[src/rtl/simd_as_pkg.sv]
package simd_as_pkg;

    localparam int DATA_W = 32;
    localparam int BYTE_W = 8;
    localparam int N_LANE = DATA_W / BYTE_W;
    localparam int HALF_W = DATA_W / 2;

    typedef enum logic [2:0] {
        OP_ADD8  = 3'd0,
        OP_SUB8  = 3'd1,
        OP_ADD16 = 3'd2,
        OP_SUB16 = 3'd3,
        OP_ASX   = 3'd4,
        OP_SAX   = 3'd5
    } simd_op_e;

    typedef struct packed {
        logic       valid;
        logic       byte_mode;
        logic       swap;
        logic       byte_sub;
        logic [1:0] half_sub;
    } simd_ctl_t;

    typedef struct packed {
        logic [DATA_W-1:0] res;
        logic [N_LANE-1:0] ge;
    } simd_out_t;

    function automatic logic op_known(input logic [2:0] code);
        return code <= 3'd5;
    endfunction

endpackage

[src/rtl/simd_op_decode.sv]
module simd_op_decode
    import simd_as_pkg::*;
(
    input  logic [2:0] op_i,
    output simd_ctl_t  ctl_o
);
    always_comb begin
        ctl_o           = '0;
        ctl_o.valid     = op_known(op_i);
        ctl_o.byte_mode = (op_i == OP_ADD8) || (op_i == OP_SUB8);
        ctl_o.byte_sub  = (op_i == OP_SUB8);
        ctl_o.swap      = (op_i == OP_ASX) || (op_i == OP_SAX);
        case (op_i)
            OP_SUB16: ctl_o.half_sub = 2'b11;
            OP_ASX:   ctl_o.half_sub = 2'b01;
            OP_SAX:   ctl_o.half_sub = 2'b10;
            default:  ctl_o.half_sub = 2'b00;
        endcase
    end
endmodule

[src/rtl/simd_lane_arith.sv]
module simd_lane_arith #(
    parameter int W = 8
) (
    input  logic [W-1:0] a_i,
    input  logic [W-1:0] b_i,
    input  logic         sub_i,
    input  logic         sgn_i,
    output logic [W-1:0] res_o,
    output logic         ge_o
);
    localparam int XW = W + 1;

    logic [XW-1:0] ax, bx, sum;

    always_comb begin
        ax    = {sgn_i & a_i[W-1], a_i};
        bx    = {sgn_i & b_i[W-1], b_i};
        sum   = sub_i ? (ax - bx) : (ax + bx);
        res_o = sum[W-1:0];
        ge_o  = (!sub_i && !sgn_i) ? sum[W] : ~sum[W];
    end
endmodule

[src/rtl/simd_addsub.sv]
module simd_addsub
    import simd_as_pkg::*;
(
    input  logic        clk,
    input  logic        rst,
    input  logic [2:0]  op_i,
    input  logic        signed_i,
    input  logic [31:0] opa_i,
    input  logic [31:0] opb_i,
    output logic [31:0] result_o,
    output logic [3:0]  ge_o
);
    localparam int HALF_FLAGS = N_LANE / 2;

    simd_ctl_t ctl;
    simd_out_t nxt, cur;

    logic [DATA_W-1:0] byte_res, half_res;
    logic [N_LANE-1:0] byte_ge;
    logic [1:0]        half_ge;
    logic [N_LANE-1:0] half_ge_wide;

    simd_op_decode u_dec (
        .op_i  (op_i),
        .ctl_o (ctl)
    );

    for (genvar i = 0; i < N_LANE; i++) begin : g_byte
        simd_lane_arith #(.W(BYTE_W)) u_lane (
            .a_i   (opa_i[i*BYTE_W +: BYTE_W]),
            .b_i   (opb_i[i*BYTE_W +: BYTE_W]),
            .sub_i (ctl.byte_sub),
            .sgn_i (signed_i),
            .res_o (byte_res[i*BYTE_W +: BYTE_W]),
            .ge_o  (byte_ge[i])
        );
    end

    for (genvar h = 0; h < 2; h++) begin : g_half
        logic [HALF_W-1:0] b_sel;
        assign b_sel = ctl.swap ? opb_i[(1-h)*HALF_W +: HALF_W]
                                : opb_i[h*HALF_W +: HALF_W];
        simd_lane_arith #(.W(HALF_W)) u_lane (
            .a_i   (opa_i[h*HALF_W +: HALF_W]),
            .b_i   (b_sel),
            .sub_i (ctl.half_sub[h]),
            .sgn_i (signed_i),
            .res_o (half_res[h*HALF_W +: HALF_W]),
            .ge_o  (half_ge[h])
        );
        assign half_ge_wide[h*HALF_FLAGS +: HALF_FLAGS] = {HALF_FLAGS{half_ge[h]}};
    end

    always_comb begin
        nxt = cur;
        if (!ctl.valid) begin
            nxt.res = '0;
        end else if (ctl.byte_mode) begin
            nxt.res = byte_res;
            nxt.ge  = byte_ge;
        end else begin
            nxt.res = half_res;
            nxt.ge  = half_ge_wide;
        end
    end

    always_ff @(posedge clk) begin
        if (rst) cur <= '0;
        else     cur <= nxt;
    end

    assign result_o = cur.res;
    assign ge_o     = cur.ge;
endmodule

[config.mk]
export PLATFORM = sky130hd
export DESIGN_NAME = simd_addsub
export DESIGN_NICKNAME = d
export VERILOG_FILES = /design/src/rtl/simd_as_pkg.sv /design/src/rtl/simd_op_decode.sv /design/src/rtl/simd_lane_arith.sv /design/src/rtl/simd_addsub.sv
export SDC_FILE = /design/constraint.sdc
export NUM_CORES = 1
export LEC_CHECK = 0
export BUFFER_PORTS_ARGS = -buffer_cell sky130_fd_sc_hd__buf_2
export CAP_MARGIN = 20
export CORE_ASPECT_RATIO = 1.75
export CORE_MARGIN = 8
export CORE_UTILIZATION = 30
export CTS_CLUSTER_SIZE = 30
export DETAILED_ROUTE_END_ITERATION = 10
export SKIP_CTS_REPAIR_TIMING = 1
export SLEW_MARGIN = 5
export SYNTH_ARGS = -nofsm -noshare
export SYNTH_HDL_FRONTEND = slang
export SYNTH_SLANG_ARGS = --single-unit
export TNS_END_PERCENT = 100
[constraint.sdc]
create_clock -name clk -period 9.33 [get_ports clk]
set_input_delay 0.4665 -clock clk [delete_from_list [all_inputs] [get_ports clk]]
set_output_delay 0.4665 -clock clk [all_outputs]
set_load 0.05 [all_outputs]
==> key figures, run 1 <==
Worst hold path
  • Worst min-delay path class: input pin to register
  • Worst hold start: rst

Floorplan
  • Core area: 19600 µm²
  • I/O pins: 106
  • Die area: 24700 µm²
  • Starting Density: 30.3%
  • Die Y: 202 µm
  • Die outline width: 122 µm
  • FP Rows: 68

Routing
  • DRC errors left: 0
  • Vias per std cell: 5.16
  • Pre-Repair DR Iteration Count: 5
  • Wirelength per Cell: 17.4 µm
  • Drt initial violations: 242
  • WL final: 19900 µm
  • Antenna Nets Post-Route: 0
  • Via Count: 5896

Synth
  • Synthesized net count: 951
  • Ys flop type: dfxtp_1
  • Synth cell types: 67
  • Seq/Total Area, Yosys: 12.2%
  • Number of synthesized flops with an enable pin: 0
  • Number of synthesized register bits: 36
  • Main combinational cell family by area after synthesis: compound AO/OA/AOI/OAI gates
  • Synth Area in XOR/XNOR: 16.1%
  • Async S/R FF share, synth: 0%
  • Commonest cells in the netlist: nand2_1, nor2_1, a21oi_1
  • Largest cells by area after synthesis: ha_1, dfxtp_1, xnor2_1
  • Top-area cell type share of the netlist area: 14.8%
  • Post-Synth Adder-Cell Area: 16.8%
  • Mean Syn Cell Area: 7.37 µm²
  • Post-synth top area cell: ha_1
  • Ys Warns: 0
  • Mapped Area: 5930 µm²
  • Post-synthesis mux area share: 5.23%
  • Syn Inst Count: 805
  • Synth Area in Compound Gates: 24.0%
  • Synth Area in Simple Gates: 21.1%

Flow run
  • Max-cap violation count: 0

Finish
  • Area Growth Syn to Fin: 15.0%
  • Net count, final: 1035
  • Layout cells sized above 1: 16.0%
  • Fillers: 2174

CTS
  • CTS sink cnt: 36
  • Clock Tree Buf Depth: 2
  • Worst skew pair latency: 0.29 ns
  • Worst-path clk slew: 0.06 ns
  • Clk Tree Root Cell: clkbuf_16
  • Number of H-tree levels: 2
  • CTS tree: done
  • CTS Buf Count: 5

Run status
  • Outcome: finished clean

GRT
  • Gr ovfl total: 0
  • Antenna violations before repair: 11
  • Total GRT Usage: 16.1%
  • Largest net degree at the start of global routing: 46
  • First-pass GRT wire length: 31400 µm
  • Vias in the first global route: 6208

STA
  • Fin Clk Skew: 0 ns
  • Setup TNS: 0 ns
  • Fin crit share: 46.2%
  • Worst rel slew slack: 44.2%
  • Worst slew pin tran: 0.836 ns
  • Minimum clock period: 4.31 ns
  • Final setup viols: 0
  • Fin. Hold Viols: 0
  • Fmax: 0.232 GHz
  • Slew Limit Fails: 0
  • RSZ-0062 raised after global routing: no

Critical path
  • Worst Setup End Kind: register
  • Critical Path Start: op_i[2]
  • Worst-path fanout max: 45
  • Critical path arrival: 4.54 ns
  • Worst EP required: 9.56 ns
  • Critical path class: input pin to register
  • Reg2reg start: ge_o[2]
  • CP startpoint kind: input pin

Placement
  • Detailed-placement wirelength estimate: 16400 µm
  • Number of port buffers: 105
  • GP Congestion: 0.915

Power and ir drop
  • Max IR drop VDD: 59.2 µV
  • LEAKAGE: 3.03 nW
  • PnR Total Power: 1.00 mW
  • Total power divided by cell area: 147 nW/µm²
cell type report:
type | instances | area, µm² | area share [%]
multi-input combinational | 707 | 4950 | 72.6
sequential | 36 | 721 | 10.6
timing repair buffer | 110 | 563 | 8.26
tap | 245 | 307 | 4.50
clock buffer | 8 | 146 | 2.15
inverter | 29 | 109 | 1.60
antenna | 8 | 20.0 | 0.294
registers in the layout, indices dropped and copies added, names as in the netlist:
register / flops
ge_o: 4
result_o: 32
worst paths after layout:
kind                  end  slack (ns)  cells after the start
max          result_o[15]        5.02                     19
min               ge_o[2]        0.40                      2
max reg2reg       ge_o[2]        8.53                      2
min reg2reg       ge_o[3]        0.54                      2
worst max-delay path, cell delays in order:
cell and delay, ns:
buf_2 0.23, nor2b_4 0.18, buf_4 0.41, nor2_1 0.08
a21oi_1 0.19, ha_1 0.30, nand3_1 0.19, a2111oi_4 0.50
nor2_1 0.09, xor2_1 0.16, ha_1 0.33, a21oi_1 0.15
o21ai_0 0.14, a31o_2 0.24, a31oi_1 0.29, o21ai_0 0.17
xor2_1 0.15, nand2_1 0.07, a21oi_1 0.17
logic make-up (layout without fill, tap and decap cells):
logic type               after synthesis  after routing
buffers and inverters                 62            147
adder cells (fa/ha/maj)               76             76
AO/OA/AOI/OAI                        224            224
other                                  0              8
flip-flops                            36             36
AND/OR/NAND/NOR                      268            268
multiplexers                          30             30
XOR/XNOR                             109            109
cells in the final DEF (no fill, tap or decap), types with 6 or more instances in the layout:
cell,netlist,layout
dfxtp_1,36,36
xnor2_1,74,74
a31oi_1,13,13
or3_1,9,9
o22ai_1,8,8
nand3_1,13,13
inv_1,29,29
nor3_1,22,22
o21a_1,11,11
nor2b_1,15,14
xor2_1,35,35
buf_2,6,105
a211oi_1,10,10
diode_2,0,8
nand2_1,87,87
o21ai_0,40,40
nand2b_1,10,10
a21o_1,12,12
mux2i_1,25,25
fa_1,6,6
nor2_1,87,86
ha_1,70,70
a21oi_1,86,86
power by group:
| part | internal (mW) | switching [mW] |
|---|---|---|
| registers | 0.181 | 0.00732 |
| logic | 0.239 | 0.392 |
| clock network | 0.107 | 0.0741 |
| total | 0.526 | 0.474 |
metrics by stage:
step | instance area (µm²) | instances | util, % | worst slack [ns] | hold slack, ns
floorplan | 5930 | 805 | - | 5.06 | 0.535
global placement | 6650 | 1127 | 34.0 | 4.84 | 0.532
detailed placement | 6650 | 1127 | 34.0 | 4.77 | 0.525
CTS | 6800 | 1135 | 34.7 | 5.06 | 0.397
global route | 6820 | 1143 | 34.8 | 4.60 | 0.407
finish | 6820 | 1143 | 34.8 | 5.02 | 0.402
metal layers:
layer / part of all wire [%] / GRT usage, % / routed length [µm]
met1: 36 / 14.8 / 7080
met2: 56 / 30.9 / 11100
met3: 3.5 / 2.46 / 693
met5: 0.15 / 0 / 30
met4: 5.1 / 11.3 / 1020
Power figures use the tool's default switching activity.
==> inputs of run 2 (changes only) <==
--- a/config.mk
+++ b/config.mk
@@ -5,6 +5,7 @@
 export SDC_FILE = /design/constraint.sdc
 export NUM_CORES = 1
 export LEC_CHECK = 0
+export ABC_AREA = 1
 export BUFFER_PORTS_ARGS = -buffer_cell sky130_fd_sc_hd__buf_2
 export CAP_MARGIN = 20
 export CORE_ASPECT_RATIO = 1.75
==> constraint.sdc (replaced) <==
create_clock -name clk -period 4.1 [get_ports clk]
set_input_delay 0.205 -clock clk [delete_from_list [all_inputs] [get_ports clk]]
set_output_delay 0.205 -clock clk [all_outputs]
set_load 0.05 [all_outputs]
==> key figures, run 2 <==
Critical path
  • Worst-path fanout max: 15 (-67%)
  • Worst path max stage delay: 0.34 ns (-0.16 ns)
  • Worst Setup End Kind: register
  • Critical path arrival: 3.59 ns (-0.95 ns)
  • CP top delay family: simple AND/OR/NAND/NOR gates
  • Slowest CP cell: ha_1
  • Critical path class: input pin to register
  • Worst EP required: 4.34 ns (-5.22 ns)
  • Worst Path Buf+Inv: 5 (+3)
  • Critical Path Start: op_i[2]
  • CP startpoint kind: input pin
  • Crit-path cells: buf_2, inv_2, nor2_4, nand2_1, nand2_2, nand3_1, nor2_2, nand3_1, nor2_1, a31oi_1, xor2_1, inv_1, ha_1, nand2_1, inv_1, nand3_1, inv_1, nand2_1, nand3_1, a21oi_1, nand3_1, nand3_1, nand3_1, a21oi_1
  • Setup slack, reg-to-reg: 3.46 ns (-5.07 ns)
  • Reg2reg start: ge_o[3]
  • Cell mode on critical path: nand3_1

Synth
  • Post-synth top area cell: nand2_1
  • Top-area cell type share of the netlist area: 14.9% (+0.10 points)
  • Top-count cell post-synth: nand2_1
  • Main combinational cell family by area after synthesis: simple AND/OR/NAND/NOR gates
  • Synthesized net count: 1199 (+26%)
  • Number of synthesized flops with an enable pin: 0 (unchanged)
  • Largest cells by area after synthesis: nand2_1, ha_1, dfxtp_1
  • Ys flop type: dfxtp_1
  • Syn Inst Count: 1053 (+31%)
  • Synth Area in XOR/XNOR: 9.72% (-6.4 points)
  • Commonest cells in the netlist: nand2_1, inv_1, a21oi_1
  • Post-Synth Adder-Cell Area: 15.8% (-1.0 points)
  • Post-synthesis mux area share: 0% (-5.2 points)
  • Number of synthesized register bits: 36 (unchanged)
  • Synth cell types: 41 (-39%)
  • Ys Warns: 0 (unchanged)
  • Mean Syn Cell Area: 5.99 µm² (-19%)
  • Synth Area in Simple Gates: 33.2% (+12 points)
  • Mapped Area: 6310 µm² (+6.4%)
  • Synth Area in Compound Gates: 18.9% (-5.1 points)
  • Seq/Total Area, Yosys: 11.4% (-0.73 points)
  • Async S/R FF share, synth: 0% (unchanged)

GRT
  • Largest net degree at the start of global routing: 37 (-20%)
  • Total GRT Usage: 16.6% (+0.45 points)
  • Vias in the first global route: 7244 (+17%)
  • First-pass GRT wire length: 34400 µm (+9.7%)
  • Antenna violations before repair: 3 (-8)
  • Gr ovfl total: 0 (unchanged)

STA
  • Hold slack: 0.203 ns (-0.198 ns)
  • Slew Limit Fails: 0 (unchanged)
  • Fmax: 0.298 GHz
  • Fin Clk Skew: 0 ns (unchanged)
  • RSZ-0062 raised after global routing: no
  • Minimum clock period: 3.35 ns
  • Worst slew pin tran: 1.00 ns (+0.168 ns)
  • Fin. Hold Viols: 0 (unchanged)
  • Setup TNS: 0 ns (unchanged)
  • Final setup viols: 0 (unchanged)
  • Worst rel slew slack: 33.0% (-11 points)
  • Fin crit share: 81.8%

Routing
  • WL final: 21600 µm (+8.6%)
  • Vias per std cell: 4.98 (-3.5%)
  • Wirelength per Cell: 15.4 µm (-12%)
  • Pre-Repair DR Iteration Count: 4 (-1)
  • Antenna Nets Post-Route: 0 (unchanged)
  • DRC errors left: 0 (unchanged)
  • Via Count: 7000 (+19%)
  • Drt initial violations: 231 (-4.5%)

Worst hold path
  • Worst min-delay path class: input pin to register
  • Worst hold start: rst

CTS
  • CTS tree: done
  • Clk Tree Root Cell: clkbuf_16
  • CTS Buf Count: 5 (unchanged)
  • Worst skew pair latency: 0.30 ns (about the same)
  • CTS sink cnt: 36 (unchanged)
  • Worst-path clk slew: 0.06 ns (about the same)
  • Clock Tree Buf Depth: 2 (unchanged)
  • Number of H-tree levels: 2 (unchanged)

Floorplan
  • Starting Density: 30.4% (+0.097 points)
  • Die Y: 208 µm (+2.9%)
  • Core area: 20800 µm² (+6.1%)
  • I/O pins: 106 (unchanged)
  • Die area: 26100 µm² (+5.7%)
  • Die outline width: 126 µm (+2.7%)
  • FP Rows: 70 (+2.9%)

Finish
  • Area Growth Syn to Fin: 14.7%
  • Commonest non-fill, non-tap cell in the layout: nand2_1
  • Net count, final: 1297 (+25%)
  • Layout cells sized above 1: 14.0% (-2.0 points)
  • Layout Cells excl Fill: 1406 (+23%)
  • Max reg flops: 32 (unchanged)
  • Commonest cells after routing, fill and taps aside: nand2_1, inv_1, buf_2

Power and ir drop
  • Switching pwr: 1.19 mW (+150%)
  • Clock power frac: 18.1% (about the same)
  • Total power divided by cell area: 321 nW/µm² (+120%)
  • Internal power: 1.14 mW (+120%)
  • LEAKAGE: 4.06 nW (+34%)
  • Sequential Power Share: 18.2% (-0.6 points)
  • Comb power frac: 63.7% (+0.6 points)
  • Max IR drop VDD: 137 µV (+130%)
  • Switch share: 51.0% (+3.6 points)

Flow run
  • Max-cap violation count: 0 (unchanged)

Placement
  • Detailed-placement wirelength estimate: 18000 µm (+9.6%)
  • Placed instance count: 1396 (+24%)
  • GP Congestion: 0.918 (+0.34%)
  • Number of port buffers: 105 (unchanged)

Run status
  • Outcome: finished clean
[run 2: cell count changes after synthesis, moves of 10 or more]
cell,before,now
nor2b_1,15,0
xnor2_1,74,13
o21ai_0,40,67
xor2_1,35,57
inv_1,29,147
o21a_1,11,1
a211oi_1,10,0
a21oi_1,86,97
mux2i_1,25,0
nand3_1,13,91
nand2b_1,10,0
nand2_2,0,10
nand2_1,87,250
[run 2: per-stage QoR]
stage	utilization, %	setup WS (ns)	instance area, µm²	power (mW)
6_report	34.9	0.746	7230	2.33
5_1_grt	34.9	0.411	7230	2.53
4_1_cts	34.8	0.722	7230	2.36
3_5_place_dp	34.1	0.402	7080	1.91
3_3_place_gp	34.1	0.438	7080	1.91
2_1_floorplan	-	1.29	6310	1.54
[run 2: logic make-up after synthesis]
kind of cell	after synthesis
buffers and inverters	175
and+or+nand+nor	481
DFF	36
xor gates and xnor gates	70
AOI/OAI and AO/OA	215
adders and majority gates	76
[run 2: metal layers]
layer	GRT usage, %	wire, µm	vias to the layer above
met1	13.7	7460	3171
met5	0	17	-
met4	9.54	1000	2
met2	35.1	12500	127
met3	2.52	694	58
li1	-	-	3642
[run 2: area by class of cell]
type,instances,area (µm²)
Multi-Input combinational cell,842,4890
Tap cell,252,315
Antenna cell,2,5.00
Sequential cell,36,721
Inverter,154,578
Timing Repair Buffer,112,578
Clock buffer,8,146
Fill cell,2349,13500
[run 2: power by group through the flow]
| stage | Clock, mW | Sequential, mW | Combinational, mW |
|---|---|---|---|
| 2_1_floorplan | 0 | 0.640 | 0.903 |
| 3_3_place_gp | 0 | 0.432 | 1.47 |
| 3_5_place_dp | 0 | 0.430 | 1.48 |
| 4_1_cts | 0.442 | 0.424 | 1.49 |
| 5_1_grt | 0.444 | 0.428 | 1.66 |
| 6_report | 0.421 | 0.423 | 1.48 |
[run 2: worst paths after layout]
| kind | endpoint | depth (start not counted) |
|---|---|---|
| max reg2reg | ge_o[3] | 2 |
| max | ge_o[3] | 24 |
| min | ge_o[2] | 4 |
| min reg2reg | ge_o[2] | 2 |
[run 2: worst min-delay path: cells and delay by family]
kind            cells  cell delay [ns]
buf+inv             2             0.15
compound gates      2             0.11
